File: src/rtl/tagmon_pkg.sv
package tagmon_pkg;
  typedef enum logic [1:0] {
    UPD_IMM = 2'b00,
    UPD_ANY = 2'b01,
    UPD_ALL = 2'b10,
    UPD_RSV = 2'b11
  } upd_mode_e;

  typedef enum logic [1:0] {
    Q_IDLE,
    Q_PEND,
    Q_SHOW
  } qstate_e;
endpackage

File: src/rtl/tagmon_counter.sv
module tagmon_counter #(
  parameter int MAX_OUT = 16,
  localparam int CNT_W = $clog2(MAX_OUT + 1)
) (
  input  logic clk,
  input  logic rst_n,
  input  logic inc,
  input  logic dec,
  output logic idle
);
  logic [CNT_W-1:0] cnt;

  always_ff @(posedge clk) begin
    if (!rst_n) begin
      cnt <= '0;
    end else if (inc && !dec && cnt != CNT_W'(MAX_OUT)) begin
      cnt <= cnt + 1'b1;
    end else if (dec && !inc && cnt != '0) begin
      cnt <= cnt - 1'b1;
    end
  end

  assign idle = (cnt == '0);


  cnt_cap_chk: assert property (@(posedge clk) disable iff (!rst_n)
    cnt <= CNT_W'(MAX_OUT));


  pair_hold_chk: assert property (@(posedge clk) disable iff (!rst_n)
    (inc && dec) |=> $stable(cnt));
endmodule

File: src/rtl/tagmon_eval.sv
module tagmon_eval
  import tagmon_pkg::*;
#(
  parameter int NUM_TAGS = 32
) (
  input  logic [NUM_TAGS-1:0] idle_vec,
  input  logic [NUM_TAGS-1:0] mask,
  input  upd_mode_e           mode,
  output logic [NUM_TAGS-1:0] status,
  output logic                hit
);
  always_comb begin
    status = mask & idle_vec;
    unique case (mode)
      UPD_ANY: hit = |status;
      UPD_ALL: hit = (status == mask);
      default: hit = 1'b1;
    endcase
  end
endmodule

File: src/rtl/tagmon_query.sv
module tagmon_query
  import tagmon_pkg::*;
#(
  parameter int NUM_TAGS = 32
) (
  input  logic                clk,
  input  logic                rst_n,
  input  logic                mask_wr,
  input  logic [NUM_TAGS-1:0] mask_data,
  input  logic                upd_wr,
  input  upd_mode_e           upd_mode,
  input  logic                hit,
  input  logic [NUM_TAGS-1:0] status,
  output logic [NUM_TAGS-1:0] mask_q,
  output upd_mode_e           mode_q,
  input  logic                stat_ready,
  output logic                stat_valid,
  output logic [NUM_TAGS-1:0] stat_data
);
  qstate_e state;

  always_ff @(posedge clk) begin
    if (!rst_n) begin
      state     <= Q_IDLE;
      mode_q    <= UPD_IMM;
      mask_q    <= '0;
      stat_data <= '0;
    end else begin
      if (mask_wr) mask_q <= mask_data;
      if (upd_wr)  mode_q <= upd_mode;
      if (upd_wr || (mask_wr && state != Q_IDLE)) begin
        state <= Q_PEND;
      end else begin
        unique case (state)
          Q_PEND: if (hit) begin
            stat_data <= status;
            state     <= Q_SHOW;
          end
          Q_SHOW: if (stat_ready) state <= Q_IDLE;
          default: state <= Q_IDLE;
        endcase
      end
    end
  end

  assign stat_valid = (state == Q_SHOW);


  show_hold_chk: assert property (@(posedge clk) disable iff (!rst_n)
    (stat_valid && !stat_ready && !upd_wr && !mask_wr)
      |=> (stat_valid && $stable(stat_data)));


  in_mask_chk: assert property (@(posedge clk) disable iff (!rst_n)
    stat_valid |-> ((stat_data & ~mask_q) == '0));


  all_full_chk: assert property (@(posedge clk) disable iff (!rst_n)
    (stat_valid && mode_q == UPD_ALL) |-> (stat_data == mask_q));


  any_nonzero_chk: assert property (@(posedge clk) disable iff (!rst_n)
    (stat_valid && mode_q == UPD_ANY) |-> (stat_data != '0));


  restart_chk: assert property (@(posedge clk) disable iff (!rst_n)
    upd_wr |=> !stat_valid);
endmodule

File: src/rtl/tagmon_top.sv
module tagmon_top
  import tagmon_pkg::*;
#(
  parameter int NUM_TAGS = 32,
  parameter int MAX_OUT  = 16,
  localparam int TAG_W = $clog2(NUM_TAGS)
) (
  input  logic                clk,
  input  logic                rst_n,
  input  logic                enq_valid,
  input  logic [TAG_W-1:0]    enq_tag,
  input  logic                done_valid,
  input  logic [TAG_W-1:0]    done_tag,
  input  logic                mask_wr,
  input  logic [NUM_TAGS-1:0] mask_data,
  input  logic                upd_wr,
  input  logic [1:0]          upd_mode,
  output logic                stat_valid,
  input  logic                stat_ready,
  output logic [NUM_TAGS-1:0] stat_data
);
  logic [NUM_TAGS-1:0] idle_vec;
  logic [NUM_TAGS-1:0] mask_q;
  logic [NUM_TAGS-1:0] status;
  upd_mode_e           mode_q;
  logic                hit;

  for (genvar g = 0; g < NUM_TAGS; g++) begin : g_grp
    tagmon_counter #(.MAX_OUT(MAX_OUT)) u_cnt (
      .clk  (clk),
      .rst_n(rst_n),
      .inc  (enq_valid  && enq_tag  == TAG_W'(g)),
      .dec  (done_valid && done_tag == TAG_W'(g)),
      .idle (idle_vec[g])
    );
  end

  tagmon_eval #(.NUM_TAGS(NUM_TAGS)) u_eval (
    .idle_vec(idle_vec),
    .mask    (mask_q),
    .mode    (mode_q),
    .status  (status),
    .hit     (hit)
  );

  tagmon_query #(.NUM_TAGS(NUM_TAGS)) u_query (
    .clk       (clk),
    .rst_n     (rst_n),
    .mask_wr   (mask_wr),
    .mask_data (mask_data),
    .upd_wr    (upd_wr),
    .upd_mode  (upd_mode_e'(upd_mode)),
    .hit       (hit),
    .status    (status),
    .mask_q    (mask_q),
    .mode_q    (mode_q),
    .stat_ready(stat_ready),
    .stat_valid(stat_valid),
    .stat_data (stat_data)
  );


  reset_quiet_chk: assert property (@(posedge clk)
    !rst_n |=> !stat_valid);
endmodule

File: config.mk
export PLATFORM = sky130hd
export DESIGN_NAME = tagmon_top
export DESIGN_NICKNAME = d
export VERILOG_FILES = /design/src/rtl/tagmon_pkg.sv /design/src/rtl/tagmon_counter.sv /design/src/rtl/tagmon_eval.sv /design/src/rtl/tagmon_query.sv /design/src/rtl/tagmon_top.sv
export SDC_FILE = /design/constraint.sdc
export NUM_CORES = 1
export LEC_CHECK = 0
export CAP_MARGIN = 30
export CORE_UTILIZATION = 61
export DETAILED_ROUTE_END_ITERATION = 7
export GPL_TIMING_DRIVEN = 1
export PLACE_DENSITY = 0.82
export SYNTH_ARGS = -nofsm -noshare
export SYNTH_HDL_FRONTEND = slang
export SYNTH_SLANG_ARGS = --single-unit
File: constraint.sdc
create_clock -name clk -period 4.2 [get_ports clk]
set_clock_uncertainty 0.1 [all_clocks]
set_input_delay 1.26 -clock clk [delete_from_list [all_inputs] [get_ports clk]]
set_output_delay 1.26 -clock clk [all_outputs]
set_load 0.02 [all_outputs]
== After elaboration in Yosys (flattened, before gate mapping) ==
Cells that the tools add are included.

* $add $sub $neg: 64
* Equal/unequal tests: 103
* Multiplexer cells: 69
* Bitwise operators: 3
* Reduce and logical (&&, ||, !) cells: 362

{| class="wikitable"
|+ Operators by type and width
! cell !! count
|-
| $mux 5 || 64
|-
| $logic_and 1x1->1 || 193
|-
| $logic_not 5->1 || 34
|-
| $add 5x1->5 const B || 32
|-
| $eq 5x5->1 const B || 32
|-
| $ne 5x5->1 const B || 32
|-
| $reduce_bool 5->1 || 32
|-
| $sub 5x1->5 const B || 32
|-
| $eq 5x4->1 const B || 16
|-
| $reduce_bool 2->1 || 33
|-
| $logic_not 1->1 || 64
|-
| $eq 5x3->1 const B || 8
|-
| $and 32x32->32 || 1
|-
| $eq 32x32->1 || 1
|-
| $reduce_or 32->1 || 1
|-
| $eq 5x2->1 const B || 4
|-
| $eq 5x1->1 const B || 2
|-
| $eq 2x1->1 const B || 2
|-
| $eq 2x2->1 const B || 2
|-
| $mux 2 || 2
|-
| $pmux 2 s2 || 1
|-
| $reduce_and 2->1 || 2
|-
| $ne 3x1->1 const B || 1
|-
| $ne 3x2->1 const B || 1
|-
| 8 further kinds || 9
|}

* Register bits: 228
* Logic and storage cells: 638

== Depth between registers and ports, before layout ==
Gate-level depths: netlist (run 1).

* Depth after elaboration: 7
* Mapped depth: 14
* Gate-level depth less buffers: 12

== Cells and area by module ==
From an unflattened synthesis (run 1), not the netlist that was laid out.

* Cell total of the unflattened synthesis: 1797
* Area total of the unflattened synthesis: 16009.1 um2

{| class="wikitable"
|+ Modules (own cells, without submodules)
! module !! instances !! cells an instance !! area an instance (um2) !! seq. area each (um2)
|-
| tagmon_counter || 32 || 42 || 386.6 || 100.1
|-
| tagmon_query || 1 || 260 || 2572.5 || 1361.3
|-
| tagmon_eval || 1 || 99 || 604.3 || 0.0
|-
| tagmon_top || 1 || 94 || 460.4 || 0.0
|}

== Least setup slack after synthesis (run 1) ==
No wires, ideal clock.

* Kind: input port to flip-flop
* Start point: in enq_tag[1]
* End point: reg g_grp[0].u_cnt.cnt[4]
* Arrival time: 3.632 ns
* Path slack: 0.340 ns
* Stages on the path: 12
* Cell sequence: buf_2 -> or4b_1 -> buf_2 -> nor3_2 -> o211ai_1 -> fa_1 -> a21o_1 -> a21oi_1 -> xnor2_1 -> nand2_1 -> xnor2_1 -> nor2_1

* Word-level cells in the longest chain between the ends: 6

{| class="wikitable"
|+ Ends and longest elaborated chain
! element !! RTL line !! text
|-
| start: declaration || tagmon_top.sv:11 || <nowiki>input logic [TAG_W-1:0] enq_tag,</nowiki>
|-
| $logic_not 5->1 * || tagmon_top.sv:32 || <nowiki>.inc (enq_valid && enq_tag == TAG_W'(g)),</nowiki>
|-
| $logic_and 1x1->1 * || tagmon_top.sv:32 ||
|-
| $logic_not 1->1 || tagmon_counter.sv:18 || <nowiki>end else if (dec && !inc && cnt != '0) begin</nowiki>
|-
| $logic_and 1x1->1 (2 in a row) || tagmon_counter.sv:18 ||
|-
| $reduce_bool 2->1 (no source line) || -- ||
|-
| end signal: assignment || tagmon_counter.sv:17 || <nowiki>cnt <= cnt + 1'b1;</nowiki>
|-
| end signal: assignment || tagmon_counter.sv:19 || <nowiki>cnt <= cnt - 1'b1;</nowiki>
|-
| end: declaration || tagmon_counter.sv:11 || <nowiki>logic [CNT_W-1:0] cnt;</nowiki>
|}

Every way passes the cells marked *; elsewhere a longest branch is shown, timed or not.
A chain may end at the register's enable or synchronous reset.

== Worst setup path after layout (run 1) ==
* Start point: in enq_tag[4]
* End point: reg g_grp[4].u_cnt.cnt[4]

* Word-level cells in the longest chain between the ends: 6

{| class="wikitable"
|+ Ends and longest elaborated chain
! element !! RTL line
|-
| $eq 5x3->1 * || tagmon_top.sv:32
|-
| $logic_and 1x1->1 * || tagmon_top.sv:32
|-
| $logic_not 1->1 || tagmon_counter.sv:18
|-
| $logic_and 1x1->1 (2 in a row) || tagmon_counter.sv:18
|-
| $reduce_bool 2->1 (no source line) || --
|-
| end signal: assignment || tagmon_counter.sv:17
|-
| end signal: assignment || tagmon_counter.sv:19
|-
| end: declaration || tagmon_counter.sv:11
|}

Marks and branches as above.

==> flow_metrics.env, run 1 <==
export IMPL_die_w_um=153
export IMPL_drive_gt1_share_pct=11.7
export IMPL_cts_root_buf="clkbuf_16"
export IMPL_instances_no_fill=2007
export IMPL_num_antenna_cells=0
export IMPL_cts_resized=0
export IMPL_met2WireLength_um=17200
export IMPL_finalMaxSlewViolations=0
export IMPL_initial_core_util_pct=62.9
export IMPL_cts_buffer_depth=3
export IMPL_ys_seq_area_share_pct=32.9
export IMPL_insertion_delay_ps=540
export IMPL_cp_end_kind="flip-flop"
export IMPL_power_net_switching_mw=1.29
export IMPL_rows=54
export IMPL_cts_max_level=1
export IMPL_min_path_type="flip-flop to flip-flop"
export IMPL_synthesis_nets=1717
export IMPL_p_clk_share_pct=46.5
export IMPL_hold_start="u_query.stat_data[28]$_SDFFE_PN0P_"
export IMPL_cp_num_buf_inv=1
export IMPL_dr_total_vias=12000
export IMPL_dieArea_um2=23400
export IMPL_tightest_slew_ps=996
export IMPL_wl_met1_um=14800
export IMPL_setup_viol=0
export IMPL_synth_edf_count=0
export IMPL_drt_wirelength_per_cell_um=18.1
export IMPL_first_global_vias=11900
export IMPL_cts_hold_buf=0
export IMPL_p_sw_share_pct=24.1
export IMPL_syn_area_um2=13900
export IMPL_reg2reg_depth=8
export IMPL_crit_path_start_kind="input pin"
export IMPL_cts_setup_buffers=0
export IMPL_nNetsFinal=1890
export IMPL_synth_top_area_share_pct=32.9
export IMPL_grt_max_degree=67
export IMPL_cp_cell_sequence="clkdlybuf4s50_1 -> or4b_1 -> nor2_1 -> o211ai_1 -> fa_1 -> a21o_1 -> a21oi_1 -> xnor2_1 -> nand2_1 -> xnor2_1 -> nor2_1"
export IMPL_syn_area_per_cell_um2=9.04
export IMPL_routabilityCongestion=0.901
export IMPL_wl_met3_um=2270
export IMPL_synthArstFlopShare_pct=0
export IMPL_clkSinkCount=228
export IMPL_first_pass_iters=5
export IMPL_syn_to_final_growth_pct=19.8
export IMPL_synth_area_top_cells="dfxtp_1 (33%), xnor2_1 (9.6%), mux2i_1 (9.3%)"
export IMPL_hold_violations=0
export IMPL_drt_initial_drc_count=681
export IMPL_die_h_um=153
export IMPL_antenna_found_initial=0
export IMPL_p_int_mw=4.05
export IMPL_grt_usage_pct=31.3
export IMPL_numCtsBuffers=26
export IMPL_vdd_drop_max_uv=256
export IMPL_outcome="complete, no violations"
export IMPL_cts_tree="yes"
export IMPL_placed_cells=1961
export IMPL_overflow=0
export IMPL_power_density_nw_per_um2=321
export IMPL_slowest_delay_ps=670
export IMPL_path_delay_family="simple AND/OR/NAND/NOR gates"
export IMPL_r2r_slack_ps=1010
export IMPL_pre_cts_ws_ps=-98.7
export IMPL_arrival_ps=4130
export IMPL_rsz0062_at_grt="false"
export IMPL_syn_inst=1536
export IMPL_io_buffers=83
export IMPL_drc=0
export IMPL_ys_flop_type="dfxtp_1"
export IMPL_yosysTopAreaCell="dfxtp_1"
export IMPL_vias_per_cell=5.96
export IMPL_hold_depth=2
export IMPL_relSlewSlack_pct=33.0
export IMPL_core_area_um2=22100
export IMPL_clk_pin_slew_ps=60
export IMPL_required_ps=4510
export IMPL_routed_top_layer="met4"
export IMPL_detail_route_antenna_nets=0
export IMPL_synth_distinct_cells=55
export IMPL_fin_ws_ps=382
export IMPL_grt_pass1_wl_um=59400
export IMPL_yosys_warnings=0
export IMPL_startpoint="enq_tag[4]"
export IMPL_ios=84
export IMPL_period_minus_slack_ps=3820
export IMPL_p_seq_share_pct=42.3
export IMPL_pwr_share_comb_pct=11.1
export IMPL_r2r_end="u_query.stat_data[4]$_SDFFE_PN0P_"
export IMPL_wl_um=36200
export IMPL_max_cap_violations=0
export IMPL_crit_slowest_cell="or4b_1"
export IMPL_reg2reg_from="g_grp[6].u_cnt.cnt[0]$_SDFFE_PN0P_"
export IMPL_ys_ff_latch=228
export IMPL_dp_hpwl_um=26700
export IMPL_p_leak_nw=7.04
export IMPL_worstSetupPathType="input pin to flip-flop"
export IMPL_period_share_pct=90.9
export IMPL_timing_fmax_mhz=262
export IMPL_worstPathMaxFanout=8
export IMPL_hold_end="u_query.stat_data[28]$_SDFFE_PN0P_"
## Yosys cell counts (5+ instances only)
cell and n:
nor2_1 238, dfxtp_1 228, xnor2_1 152, mux2i_1 129, nand2_1 114, ha_1 98, inv_1 74, a21oi_1 70
a21o_1 65, a211oi_1 34, clkbuf_1 34, fa_1 32, o211ai_1 29, o21ai_0 25, nand3_1 23, o21ai_1 18
or4_4 18, or4_1 14, nand4_1 13, nor3b_1 12, o31ai_1 11, o31ai_2 10, o22ai_1 9, buf_2 7
a22oi_1 6, nand2b_1 6, nor3_1 6, nor4_1 5
## registers in the layout, summed over array words and instances, names as in the netlist
register,cells
u_query.state,2
u_query.mask_q,32
u_query.stat_data,32
u_query.mode_q,2
g_grp.u_cnt.cnt,160
## area by class of cell
cell class / count / area (µm²)
multi-input cells: 1188 / 8830
fillers: 1547 / 5450
flip-flops and latches: 228 / 4560
repair buffers: 190 / 1660
clock buffers: 39 / 811
well taps: 280 / 350
inverters: 75 / 287
clock inverters: 7 / 138
## power groups by stage
| stage | logic, mW | registers [mW] | clock network (mW) |
|---|---|---|---|
| floorplan | 0.383 | 2.29 | 0 |
| global placement | 0.565 | 2.31 | 0 |
| detailed placement | 0.583 | 2.31 | 0 |
| CTS | 0.590 | 2.26 | 2.50 |
| global route | 0.643 | 2.27 | 2.60 |
| finish | 0.595 | 2.26 | 2.49 |
## through the flow
step / hold slack, ps / utilization (%) / instance area (µm²) / TNS [ps] / power [mW]
after floorplan: 367 / - / 13900 / 0 / 2.68
after global placement: 346 / 71.0 / 15700 / 0 / 2.87
after detailed placement: 357 / 71.0 / 15700 / -350 / 2.89
after CTS: 367 / 75.3 / 16600 / 0 / 5.35
after global routing: 379 / 75.3 / 16600 / 0 / 5.51
final: 365 / 75.3 / 16600 / 0 / 5.35
## layout by cell type (no fill, tap or decap), types with 14 or more instances in the layout
| cell type | instances |
|---|---|
| a211oi_1 | 34 |
| a21o_1 | 65 |
| a21oi_1 | 70 |
| buf_4 | 104 |
| clkbuf_16 | 27 |
| clkdlybuf4s50_1 | 81 |
| dfxtp_1 | 228 |
| fa_1 | 32 |
| ha_1 | 98 |
| inv_1 | 74 |
| mux2i_1 | 129 |
| nand2_1 | 114 |
| nand3_1 | 23 |
| nor2_1 | 238 |
| o211ai_1 | 29 |
| o21ai_0 | 25 |
| o21ai_1 | 18 |
| or4_1 | 14 |
| or4_4 | 18 |
| xnor2_1 | 152 |
## worst max-delay path by stage
stage	end	slack (ps)	cells after the start
after floorplan	g_grp[0].u_cnt.cnt[4]$_SDFFE_PN0P_	340	12
after global placement	g_grp[30].u_cnt.cnt[4]$_SDFFE_PN0P_	20	13
after detailed placement	g_grp[0].u_cnt.cnt[4]$_SDFFE_PN0P_	-100	11
after CTS	g_grp[4].u_cnt.cnt[4]$_SDFFE_PN0P_	430	11
after global routing	g_grp[4].u_cnt.cnt[4]$_SDFFE_PN0P_	220	11
final	g_grp[4].u_cnt.cnt[4]$_SDFFE_PN0P_	380	11
## cells by family (layout without fill, tap and decap cells)
kind of cell | after synthesis | after routing | synth area share [%]
simple gates | 487 | 487 | 16.9
buf+inv | 120 | 311 | 3.55
xor+xnor | 155 | 155 | 9.77
fa+ha+maj | 130 | 130 | 13.4
flops | 228 | 228 | 32.9
mux | 129 | 129 | 9.29
compound gates | 287 | 287 | 14.2
## layer usage
metal  track usage [%]  up-vias
li1                  -     5744
met1              37.8     5708
met2              53.9      371
met3              4.79      145
met4              16.2        0
met5                 0        -
## worst register-to-register path, delay by kind of cell, from the launching register on
| kind | cells | cell delay (ps) |
|---|---|---|
| multiplexers | 1 | 240 |
| AND/OR/NAND/NOR | 3 | 470 |
| buffers and inverters | 1 | 420 |
| AO/OA/AOI/OAI | 3 | 1460 |
| flip-flops | 1 | 430 |
No activity file was read; power rests on OpenSTA's default activity.
==> run 2: changes to the inputs <==
--- a/config.mk
+++ b/config.mk
@@ -6,10 +6,10 @@
 export NUM_CORES = 1
 export LEC_CHECK = 0
 export CAP_MARGIN = 30
-export CORE_UTILIZATION = 61
+export CORE_UTILIZATION = 60
 export DETAILED_ROUTE_END_ITERATION = 7
 export GPL_TIMING_DRIVEN = 1
-export PLACE_DENSITY = 0.82
+export PLACE_DENSITY = 0.8
 export SYNTH_ARGS = -nofsm -noshare
 export SYNTH_HDL_FRONTEND = slang
 export SYNTH_SLANG_ARGS = --single-unit
==> flow_metrics.env, run 2 (synthesis results as in run 1) <==
export IMPL_cp_end_kind="flip-flop"
export IMPL_setup_viol=0
export IMPL_fin_ws_ps=263
export IMPL_startpoint="enq_tag[4]"
export IMPL_dp_hpwl_um=26700
export IMPL_reg2reg_from="g_grp[0].u_cnt.cnt[0]$_SDFFE_PN0P_"
export IMPL_setup_tns_ps=0
export IMPL_syn_to_final_growth_pct=20.1
export IMPL_mostFrequentLayoutCells="nor2_1 (238), dfxtp_1 (228), xnor2_1 (152)"
export IMPL_core_area_um2=22600
export IMPL_cts_setup_buffers=0
export IMPL_vias_per_cell=5.91
export IMPL_drt_wirelength_per_cell_um=17.9
export IMPL_routabilityCongestion=0.950
export IMPL_relSlewSlack_pct=34.0
export IMPL_insertion_delay_ps=530
export IMPL_period_minus_slack_ps=3940
export IMPL_grt_pass1_wl_um=58900
export IMPL_min_path_type="flip-flop to flip-flop"
export IMPL_cp_cell_sequence="clkdlybuf4s50_1 -> buf_4 -> nand4_1 -> or2_2 -> a21oi_1 -> nand2_1 -> fa_1 -> a21o_1 -> a21oi_1 -> nand4_1 -> o21ai_0 -> nor2_1 -> a211oi_1"
export IMPL_required_ps=4540
export IMPL_crit_slowest_cell="clkdlybuf4s50_1"
export IMPL_detail_route_antenna_nets=0
export IMPL_placed_cells=1978
export IMPL_p_leak_nw=7.06
export IMPL_largest_reg_flops=160
export IMPL_cts_max_level=1
export IMPL_rsz0062_at_grt="false"
export IMPL_slowest_delay_ps=540
export IMPL_dieArea_um2=23800
export IMPL_numCtsBuffers=26
export IMPL_arrival_ps=4280
export IMPL_clk_pin_slew_ps=60
export IMPL_cts_tree="yes"
export IMPL_die_h_um=154
export IMPL_outcome="complete, no violations"
export IMPL_tightest_slew_ps=982
export IMPL_hold_start="u_query.stat_data[29]$_SDFFE_PN0P_"
export IMPL_die_w_um=154
export IMPL_nNetsFinal=1903
export IMPL_worstSetupPathType="input pin to flip-flop"
export IMPL_period_share_pct=93.7
export IMPL_first_pass_iters=5
export IMPL_drt_initial_drc_count=666
export IMPL_crit_path_start_kind="input pin"
export IMPL_timing_fmax_mhz=254
export IMPL_cts_hold_buf=0
export IMPL_final_common_cell="nor2_1"
export IMPL_overflow=0
export IMPL_drc=0
export IMPL_finalMaxSlewViolations=0
export IMPL_io_buffers=83
export IMPL_cts_resized=0
export IMPL_cts_buffer_depth=3
export IMPL_antenna_found_initial=2
export IMPL_pre_cts_ws_ps=-132
export IMPL_power_density_nw_per_um2=309
export IMPL_cts_root_buf="clkbuf_16"
export IMPL_vdd_drop_max_uv=286
export IMPL_clkSinkCount=228
export IMPL_largest_register="g_grp.u_cnt.cnt"
export IMPL_wl_um=36300
export IMPL_initial_core_util_pct=61.4
export IMPL_r2r_slack_ps=1220
export IMPL_cp_num_buf_inv=2
export IMPL_rows=55
export IMPL_drive_gt1_share_pct=12.4
export IMPL_worstPathMaxFanout=5
export IMPL_top_regs="g_grp.u_cnt.cnt: 160 flops, u_query.mask_q: 32 flops, u_query.stat_data: 32 flops"
export IMPL_dr_total_vias=12000
export IMPL_path_delay_family="compound AO/OA/AOI/OAI gates"
export IMPL_ios=84
export IMPL_max_cap_violations=0
export IMPL_hold_violations=0
export IMPL_finalPower_mw=5.15
export IMPL_first_global_vias=11900
export IMPL_instances_no_fill=2027
export IMPL_grt_max_degree=89
export IMPL_grt_usage_pct=30.8
run 2: report_power, final:
group          total (mW)  switching, mW  internal, mW
combinational       0.601          0.321         0.280
clock                2.28          0.916          1.37
sequential           2.26         0.0521          2.21
total                5.15           1.29          3.86
run 2: worst reg2reg max path, delay by kind of cell, from the launching register on:
kind | cells | cell delay, ps
muxes | 1 | 170
AOI/OAI and AO/OA | 2 | 600
buffers and inverters | 1 | 280
and+or+nand+nor | 4 | 1330
DFF | 1 | 360
run 2: per-layer routing:
| metal | vias to the layer above | GRT usage [%] | share of wire, % |
|---|---|---|---|
| met3 | 123 | 6.68 | 7.1 |
| li1 | 5764 | - | - |
| met1 | 5696 | 36.3 | 41 |
| met5 | - | 0 | 0 |
| met2 | 388 | 52.5 | 47 |
| met4 | 0 | 16.3 | 5.1 |
run 2: worst paths after layout:
path,end,depth (start not counted)
worst max-delay path,g_grp[30].u_cnt.cnt[4]$_SDFFE_PN0P_,13
worst min-delay path,u_query.stat_data[29]$_SDFFE_PN0P_,2
worst max register to register,u_query.stat_data[4]$_SDFFE_PN0P_,8
worst min register to register,u_query.stat_data[29]$_SDFFE_PN0P_,2
run 2: area by class of cell:
class                           instances  area, µm²
Clock buffer                           38        797
Antenna cell                            2       5.00
Timing Repair Buffer                  203       1770
Tap cell                              285        357
Sequential cell                       228       4560
Multi-Input combinational cell       1188       8830
Clock inverter                          8       70.1
Inverter                               75        287
Fill cell                            1604       5960
run 2: metrics by stage:
stage               utilization, %  cell area [µm²]  hold slack (ps)
floorplan                        -            13900              367
global placement              69.8            15800              345
detailed placement            69.8            15800              351
CTS                           73.6            16700              361
global route                  73.7            16700              376
finish                        73.7            16700              360
